**src/rtl/sysctl_pkg.sv**
```systemverilog
package sysctl_pkg;

    typedef enum logic [0:0] {
        ST_RUN   = 1'b0,
        ST_REDIR = 1'b1
    } trap_st_e;

    // cause codes
    localparam logic [3:0] XC_IRQ     = 4'd0;
    localparam logic [3:0] XC_ADDR_LD = 4'd4;
    localparam logic [3:0] XC_ADDR_ST = 4'd5;
    localparam logic [3:0] XC_IBUS    = 4'd6;
    localparam logic [3:0] XC_DBUS    = 4'd7;
    localparam logic [3:0] XC_SYS     = 4'd8;
    localparam logic [3:0] XC_BRK     = 4'd9;
    localparam logic [3:0] XC_RSVD    = 4'd10;
    localparam logic [3:0] XC_OVF     = 4'd12;

    // register numbers
    localparam logic [4:0] RN_FAULTADDR = 5'd8;
    localparam logic [4:0] RN_STATUS    = 5'd12;
    localparam logic [4:0] RN_CAUSE     = 5'd13;
    localparam logic [4:0] RN_RETPC     = 5'd14;

    // field positions
    localparam int CODE_LSB  = 2;
    localparam int FIELD_LSB = 8;
    localparam int STK_PAIRS = 3;

endpackage

```
**src/rtl/sc_mode_stack.sv**
```systemverilog
module sc_mode_stack #(
    parameter int PAIRS = 3
) (
    input  logic              clk,
    input  logic              rst_n,
    input  logic              push_i,
    input  logic              pop_i,
    input  logic              we_i,
    input  logic [2*PAIRS-1:0] wdata_i,
    output logic [2*PAIRS-1:0] stk_o
);
    localparam int SW = 2 * PAIRS;

    logic [SW-1:0] stk_q;

    always_ff @(posedge clk) begin
        if (!rst_n) begin
            stk_q <= '0;
        end else if (push_i) begin
            stk_q <= {stk_q[SW-3:0], 2'b00};
        end else if (pop_i) begin
            stk_q <= {stk_q[SW-1 -: 2], stk_q[SW-1:2]};
        end else if (we_i) begin
            stk_q <= wdata_i;
        end
    end

    assign stk_o = stk_q;

endmodule

```
**src/rtl/sc_pend_reg.sv**
```systemverilog
module sc_pend_reg #(
    parameter int NIRQ = 5
) (
    input  logic            clk,
    input  logic            rst_n,
    input  logic [NIRQ-1:0] lines_i,
    input  logic            we_i,
    input  logic [NIRQ-1:0] wdata_i,
    output logic [NIRQ-1:0] pend_o
);
    logic [NIRQ-1:0] pend_q;

    for (genvar i = 0; i < NIRQ; i++) begin : g_bit
        always_ff @(posedge clk) begin
            if (!rst_n) begin
                pend_q[i] <= 1'b0;
            end else if (lines_i[i]) begin
                pend_q[i] <= 1'b1;
            end else if (we_i) begin
                pend_q[i] <= wdata_i[i];
            end
        end
    end

    assign pend_o = pend_q;

endmodule

```
**src/rtl/sc_trap_fsm.sv**
```systemverilog
module sc_trap_fsm
    import sysctl_pkg::*;
(
    input  logic clk,
    input  logic rst_n,
    input  logic exc_valid_i,
    input  logic irq_req_i,
    output logic take_o,
    output logic take_irq_o,
    output logic redirect_o
);
    trap_st_e st_q, st_d;

    always_ff @(posedge clk) begin
        if (!rst_n) st_q <= ST_RUN;
        else        st_q <= st_d;
    end

    always_comb begin
        st_d = st_q;
        unique case (st_q)
            ST_RUN:   if (exc_valid_i || irq_req_i) st_d = ST_REDIR;
            ST_REDIR: st_d = ST_RUN;
            default:  st_d = ST_RUN;
        endcase
    end

    always_comb begin
        take_o     = 1'b0;
        take_irq_o = 1'b0;
        redirect_o = 1'b0;
        unique case (st_q)
            ST_RUN: begin
                take_o     = exc_valid_i || irq_req_i;
                take_irq_o = !exc_valid_i && irq_req_i;
            end
            ST_REDIR: redirect_o = 1'b1;
            default: ;
        endcase
    end

endmodule

```
**src/rtl/sysctl_unit.sv**
```systemverilog
module sysctl_unit
    import sysctl_pkg::*;
#(
    parameter int          NIRQ   = 5,
    parameter int          XLEN   = 32,
    parameter logic [31:0] VECTOR = 32'h8000_0080
) (
    input  logic            clk,
    input  logic            rst_n,
    input  logic            exc_valid_i,
    input  logic [3:0]      exc_code_i,
    input  logic [XLEN-1:0] exc_pc_i,
    input  logic [XLEN-1:0] exc_addr_i,
    input  logic            rfe_i,
    input  logic [NIRQ-1:0] irq_lines_i,
    input  logic [4:0]      cp_addr_i,
    input  logic            cp_we_i,
    input  logic [XLEN-1:0] cp_wdata_i,
    output logic [XLEN-1:0] cp_rdata_o,
    output logic            irq_req_o,
    output logic            redirect_o,
    output logic [XLEN-1:0] redirect_pc_o
);
    localparam int SW = 2 * STK_PAIRS;

    logic            take, take_irq, rfe_fire, wr_fire;
    logic [SW-1:0]   stk;
    logic [NIRQ-1:0] pend, mask_q;
    logic [3:0]      code_q;
    logic [XLEN-1:0] epc_q, badv_q;
    logic            wr_status, wr_cause, wr_epc;

    assign rfe_fire  = rfe_i && !take;
    assign wr_fire   = cp_we_i && !take && !rfe_i;
    assign wr_status = wr_fire && (cp_addr_i == RN_STATUS);
    assign wr_cause  = wr_fire && (cp_addr_i == RN_CAUSE);
    assign wr_epc    = wr_fire && (cp_addr_i == RN_RETPC);

    sc_trap_fsm u_fsm (
        .clk        (clk),
        .rst_n      (rst_n),
        .exc_valid_i(exc_valid_i),
        .irq_req_i  (irq_req_o),
        .take_o     (take),
        .take_irq_o (take_irq),
        .redirect_o (redirect_o)
    );

    sc_mode_stack #(.PAIRS(STK_PAIRS)) u_stk (
        .clk    (clk),
        .rst_n  (rst_n),
        .push_i (take),
        .pop_i  (rfe_fire),
        .we_i   (wr_status),
        .wdata_i(cp_wdata_i[SW-1:0]),
        .stk_o  (stk)
    );

    sc_pend_reg #(.NIRQ(NIRQ)) u_pend (
        .clk    (clk),
        .rst_n  (rst_n),
        .lines_i(irq_lines_i),
        .we_i   (wr_cause),
        .wdata_i(cp_wdata_i[FIELD_LSB +: NIRQ]),
        .pend_o (pend)
    );

    always_ff @(posedge clk) begin
        if (!rst_n) begin
            mask_q <= '0;
            code_q <= '0;
            epc_q  <= '0;
            badv_q <= '0;
        end else begin
            if (wr_status) mask_q <= cp_wdata_i[FIELD_LSB +: NIRQ];
            if (take) begin
                code_q <= take_irq ? XC_IRQ : exc_code_i;
                epc_q  <= exc_pc_i;
                if (!take_irq && (exc_code_i == XC_ADDR_LD || exc_code_i == XC_ADDR_ST))
                    badv_q <= exc_addr_i;
            end else if (wr_epc) begin
                epc_q <= cp_wdata_i;
            end
        end
    end

    assign irq_req_o     = stk[0] && |(pend & mask_q);
    assign redirect_pc_o = VECTOR[XLEN-1:0];

    logic [XLEN-1:0] status_rd, cause_rd;

    always_comb begin
        status_rd = '0;
        status_rd[SW-1:0] = stk;
        status_rd[FIELD_LSB +: NIRQ] = mask_q;
        cause_rd = '0;
        cause_rd[CODE_LSB +: 4] = code_q;
        cause_rd[FIELD_LSB +: NIRQ] = pend;
    end

    always_comb begin
        unique case (cp_addr_i)
            RN_FAULTADDR: cp_rdata_o = badv_q;
            RN_STATUS:    cp_rdata_o = status_rd;
            RN_CAUSE:     cp_rdata_o = cause_rd;
            RN_RETPC:     cp_rdata_o = epc_q;
            default:      cp_rdata_o = '0;
        endcase
    end

endmodule

```
**config.mk**
```make
export PLATFORM = sky130hd
export DESIGN_NAME = sysctl_unit
export DESIGN_NICKNAME = d
export VERILOG_FILES = /design/src/rtl/sysctl_pkg.sv /design/src/rtl/sc_mode_stack.sv /design/src/rtl/sc_pend_reg.sv /design/src/rtl/sc_trap_fsm.sv /design/src/rtl/sysctl_unit.sv
export SDC_FILE = /design/constraint.sdc
export NUM_CORES = 1
export LEC_CHECK = 0
export BUFFER_PORTS_ARGS = -buffer_cell sky130_fd_sc_hd__buf_2
export CAP_MARGIN = 5
export CELL_PAD_IN_SITES_DETAIL_PLACEMENT = 0
export CELL_PAD_IN_SITES_GLOBAL_PLACEMENT = 2
export CORE_UTILIZATION = 23
export DETAILED_ROUTE_END_ITERATION = 12
export HOLD_SLACK_MARGIN = 0.06
export PLACE_DENSITY_LB_ADDON = 0.12
export SLEW_MARGIN = 20
export SYNTH_ARGS = -nofsm -noshare
export SYNTH_HDL_FRONTEND = slang
export SYNTH_SLANG_ARGS = --single-unit
export TNS_END_PERCENT = 50
```
**constraint.sdc**
```tcl
create_clock -name clk -period 1.5 [get_ports clk]
set_input_delay 0.225 -clock clk [delete_from_list [all_inputs] [get_ports clk]]
set_output_delay 0.225 -clock clk [all_outputs]
set_load 0.03 [all_outputs]
```
==> insert_results.sql <==
INSERT INTO impl_metrics (metric_group, metric, value, unit) VALUES
('die', 'ios', '181', ''),
('power_and_ir_drop', 'peak_ir_drop_on_the_vdd_network', '0.607', 'mV'),
('cells_and_area', 'drive_gt1_share', '46.1', '%'),
('cts', 'numClockSinks', '85', ''),
('yosys', 'async_reset_ff_share', '0', '%'),
('route', 'firstDrtPassIters', '6', ''),
('global_routing', 'grt_pass1_wl', '25700', 'um'),
('route', 'drt_drc_violations_left', '0', ''),
('yosys', 'synth_area_per_cell', '7.73', 'um2'),
('timing', 'finalCritPeriodShare', '114', '%'),
('cts', 'tritoncts', 'yes', ''),
('placed_design', 'place_congestion', '0.808', ''),
('critical_path', 'end_kind', 'register', ''),
('timing', 'report.final.hold_viol_count', '0', ''),
('cts', 'cts-buffers-inserted', '9', ''),
('yosys', 'mappedNetlistArea', '4120', 'um2'),
('critical_path', 'critPathKind', 'register to register', ''),
('route', 'drt.antenna.violating_nets', '0', ''),
('power_and_ir_drop', 'share_comb_of_total_power', '16.6', '%'),
('power_and_ir_drop', 'swShare', '27.3', '%'),
('cts', 'clock_tree.root_cell', 'sky130_fd_sc_hd__clkbuf_16', ''),
('cells_and_area', 'finish.net_count', '833', ''),
('global_routing', 'pin_count_of_the_biggest_net_entering_global_routing', '33', ''),
('global_routing', 'grt.total_usage', '18.6', '%'),
('yosys', 'ys_ff_latch', '85', ''),
('critical_path', 'cp-start-kind', 'register', ''),
('yosys', 'yosysSeqAreaShare', '41.3', '%'),
('power_and_ir_drop', 'pwr-share-seq', '42.1', '%'),
('die', 'floorplan_core_area', '17400', 'um2'),
('timing', 'post-route-worst-setup-slack', '-0.207', 'ns'),
('power_and_ir_drop', 'switching_power', '1.61', 'mW'),
('critical_path', 'critical_path.max_fanout', '7', ''),
('timing', 'report.final.setup_viol', '81', ''),
('route', 'detailroute.via_count', '4527', ''),
('global_routing', 'grt_antenna_before_repair', '4', ''),
('timing', 'rsz0062_at_grt', 'true', ''),
('power_and_ir_drop', 'power.total', '5.88', 'mW'),
('cts', 'clkLatencyLatePin', '0.35', 'ns'),
('cells_and_area', 'layout.cells.most_common_list', '117 x sky130_fd_sc_hd__nand2_1, 110 x sky130_fd_sc_hd__buf_2, 76 x sky130_fd_sc_hd__dfxtp_1', ''),
('cells_and_area', 'n_fill_cell', '1832', ''),
('cts', 'clock_path_buffers', '2', ''),
('placed_design', 'place_hpwl', '11600', 'um'),
('timing', 'report.final.slew_viol_count', '0', ''),
('yosys', 'number_of_distinct_standard_cells_referenced_by_the_synthesized_netlist', '41', ''),
('power_and_ir_drop', 'clock_power_share', '41.3', '%'),
('job', 'max_cap_violations', '0', ''),
('outcome', 'failing_checks', 'setup timing', ''),
('route', 'route.detailed.vias_per_inst', '4.76', ''),
('timing', 'post-route-min-period', '1.71', 'ns'),
('critical_path', 'worstPathArrival', '1.97', 'ns'),
('die', 'floorplan.initialDensity', '23.6', '%'),
('placed_design', 'port-buffer-count', '148', ''),
('cts', 'clkTransAtPathRegs', '0.07', 'ns'),
('die', 'die_width', '136', 'um'),
('power_and_ir_drop', 'power.density', '872', 'nW/um2'),
('yosys', 'ys_dominant_reg_cell', 'sky130_fd_sc_hd__dfxtp_1', ''),
('route', 'wl_per_cell', '17.9', 'um'),
('cells_and_area', 'area_growth', '63.6', '%'),
('cts', 'cts_hold_buf', '0', ''),
('cts', 'h_tree_levels', '3', ''),
('placed_design', 'post-place-ws', '-0.195', 'ns'),
('worst_hold_path', 'holdCritPathClass', 'input port to register', ''),
('global_routing', 'grt.overflow.total', '0', ''),
('power_and_ir_drop', 'total_leakage_power', '2.81', 'nW'),
('outcome', 'outcome', 'finished, violations left', ''),
('timing', 'final.setup_skew', '0.00610', 'ns'),
('timing', 'max_freq', '586', 'MHz'),
('power_and_ir_drop', 'p_int', '4.27', 'mW'),
('yosys', 'synth_edf_count', '0', ''),
('cells_and_area', 'most_common_library_cell_in_the_layout_ignoring_fill_and_taps', 'sky130_fd_sc_hd__nand2_1', ''),
('route', 'dr_iter_0_viols', '189', ''),
('yosys', 'syn_inst', '533', ''),
('yosys', 'yosys_warnings', '0', ''),
('die', 'dieArea', '18400', 'um2'),
('die', 'std_cell_rows', '48', ''),
('die', 'die-height', '136', 'um'),
('route', 'drt_wl_total', '17100', 'um'),
('global_routing', 'first_global_vias', '4621', ''),
('critical_path', 'cp.required', '1.76', 'ns');
-- layout make-up --
type	count	area, um2	share of cell area, %
timing repair buffer	220	1850	27.4
clock buffer	10	229	3.40
clock inverter	6	86.3	1.28
antenna	3	7.51	0.111
sequential	85	1710	25.4
inverter	5	18.8	0.278
multi-input combinational	397	2560	37.9
tap	225	282	4.18
-- cell usage after synthesis, types with 2 or more instances --
cell type	n	area share [%]
sky130_fd_sc_hd__a2111oi_0	2	0.43
sky130_fd_sc_hd__a211oi_1	3	0.55
sky130_fd_sc_hd__a21boi_0	2	0.36
sky130_fd_sc_hd__a21oi_1	103	13
sky130_fd_sc_hd__a222oi_1	3	0.73
sky130_fd_sc_hd__a22o_1	21	4.5
sky130_fd_sc_hd__a22oi_1	22	4.0
sky130_fd_sc_hd__a31oi_1	2	0.30
sky130_fd_sc_hd__a41oi_1	5	1.1
sky130_fd_sc_hd__and3_1	5	0.76
sky130_fd_sc_hd__buf_2	6	0.73
sky130_fd_sc_hd__buf_4	34	6.2
sky130_fd_sc_hd__clkbuf_1	34	3.1
sky130_fd_sc_hd__conb_1	2	0.18
sky130_fd_sc_hd__dfxtp_1	85	41
sky130_fd_sc_hd__inv_1	4	0.36
sky130_fd_sc_hd__mux2i_1	5	1.2
sky130_fd_sc_hd__nand2_1	120	11
sky130_fd_sc_hd__nand3_1	3	0.36
sky130_fd_sc_hd__nand3b_1	2	0.36
sky130_fd_sc_hd__nor2_1	6	0.55
sky130_fd_sc_hd__nor2b_1	4	0.61
sky130_fd_sc_hd__nor3_1	2	0.24
sky130_fd_sc_hd__nor3b_1	2	0.36
sky130_fd_sc_hd__o21ai_0	39	4.7
sky130_fd_sc_hd__or3b_2	2	0.43
-- cell families (layout without fill, tap and decap cells) --
kind of cell / after synthesis / in the layout / synth area share [%]
buffers and inverters: 81 / 241 / 10.8
multiplexers: 5 / 5 / 1.22
other: 2 / 35 / 0.182
AO/OA/AOI/OAI: 207 / 207 / 30.5
AND/OR/NAND/NOR: 153 / 153 / 15.9
flip-flops: 85 / 85 / 41.3
-- critical path: stages, from the launching register on --
cell and delay, ns:
sky130_fd_sc_hd__dfxtp_2 0.32, sky130_fd_sc_hd__a222oi_1 0.34, sky130_fd_sc_hd__buf_4 0.20, sky130_fd_sc_hd__buf_6 0.10
sky130_fd_sc_hd__a211oi_4 0.06, sky130_fd_sc_hd__buf_12 0.16, sky130_fd_sc_hd__nor2_4 0.10, sky130_fd_sc_hd__buf_12 0.13
sky130_fd_sc_hd__mux2i_2 0.21
-- path summary, 6_finish.rpt --
| path | from | end | slack (ns) | cells after the start |
|---|---|---|---|---|
| worst max-delay path | mask_q[0] | mask_q[2] | -0.21 | 8 |
| worst min-delay path | exc_addr_i[26] | badv_q[26] | 0.11 | 3 |
| worst max register to register | mask_q[0] | mask_q[2] | -0.21 | 8 |
| worst min register to register | badv_q[14] | badv_q[14] | 0.46 | 2 |
-- what timing repair did --
action	CTS	global route
buffers inserted	11	3
pin swaps	49	19
setup endpoints to repair	86	113
gates cloned	4	2
resized for setup	143	55
-- flip-flops by register name, indices dropped and copies added, names as in the netlist --
register,cells
badv_q,32
epc_q,32
u_stk.stk_o,6
mask_q,5
u_pend.pend_o,5
code_q,4
u_fsm.st_q,1
-- power groups by stage --
stage	clock network, mW	registers [mW]	logic (mW)
2_1_floorplan	0	2.48	0.489
3_3_place_gp	0	2.50	0.798
3_5_place_dp	0	2.50	0.802
4_1_cts	2.50	2.46	0.887
5_1_grt	2.60	2.49	1.05
6_report	2.43	2.47	0.973
-- metrics by stage --
stage                     std cells  setup TNS (ns)  cell area, um2  hold WS (ns)  util, %
final                           951           -8.17            6740         0.110     38.7
after global routing            950          -11.90            6740         0.102     38.7
after CTS                       945           -8.89            6470        0.0926     37.2
after detailed placement        914          -10.16            5430         0.446     31.1
after global placement          914          -10.36            5430         0.447     31.1
after floorplan                 563         -0.0608            4260         0.359        -
-- layer usage --
layer  GRT usage (%)  share of wire [%]
met5               0              0.059
met4            6.93                1.7
met3            3.88                5.6
met2            30.4                 47
met1            24.0                 45
No activity file was read; power rests on OpenSTA's default activity.
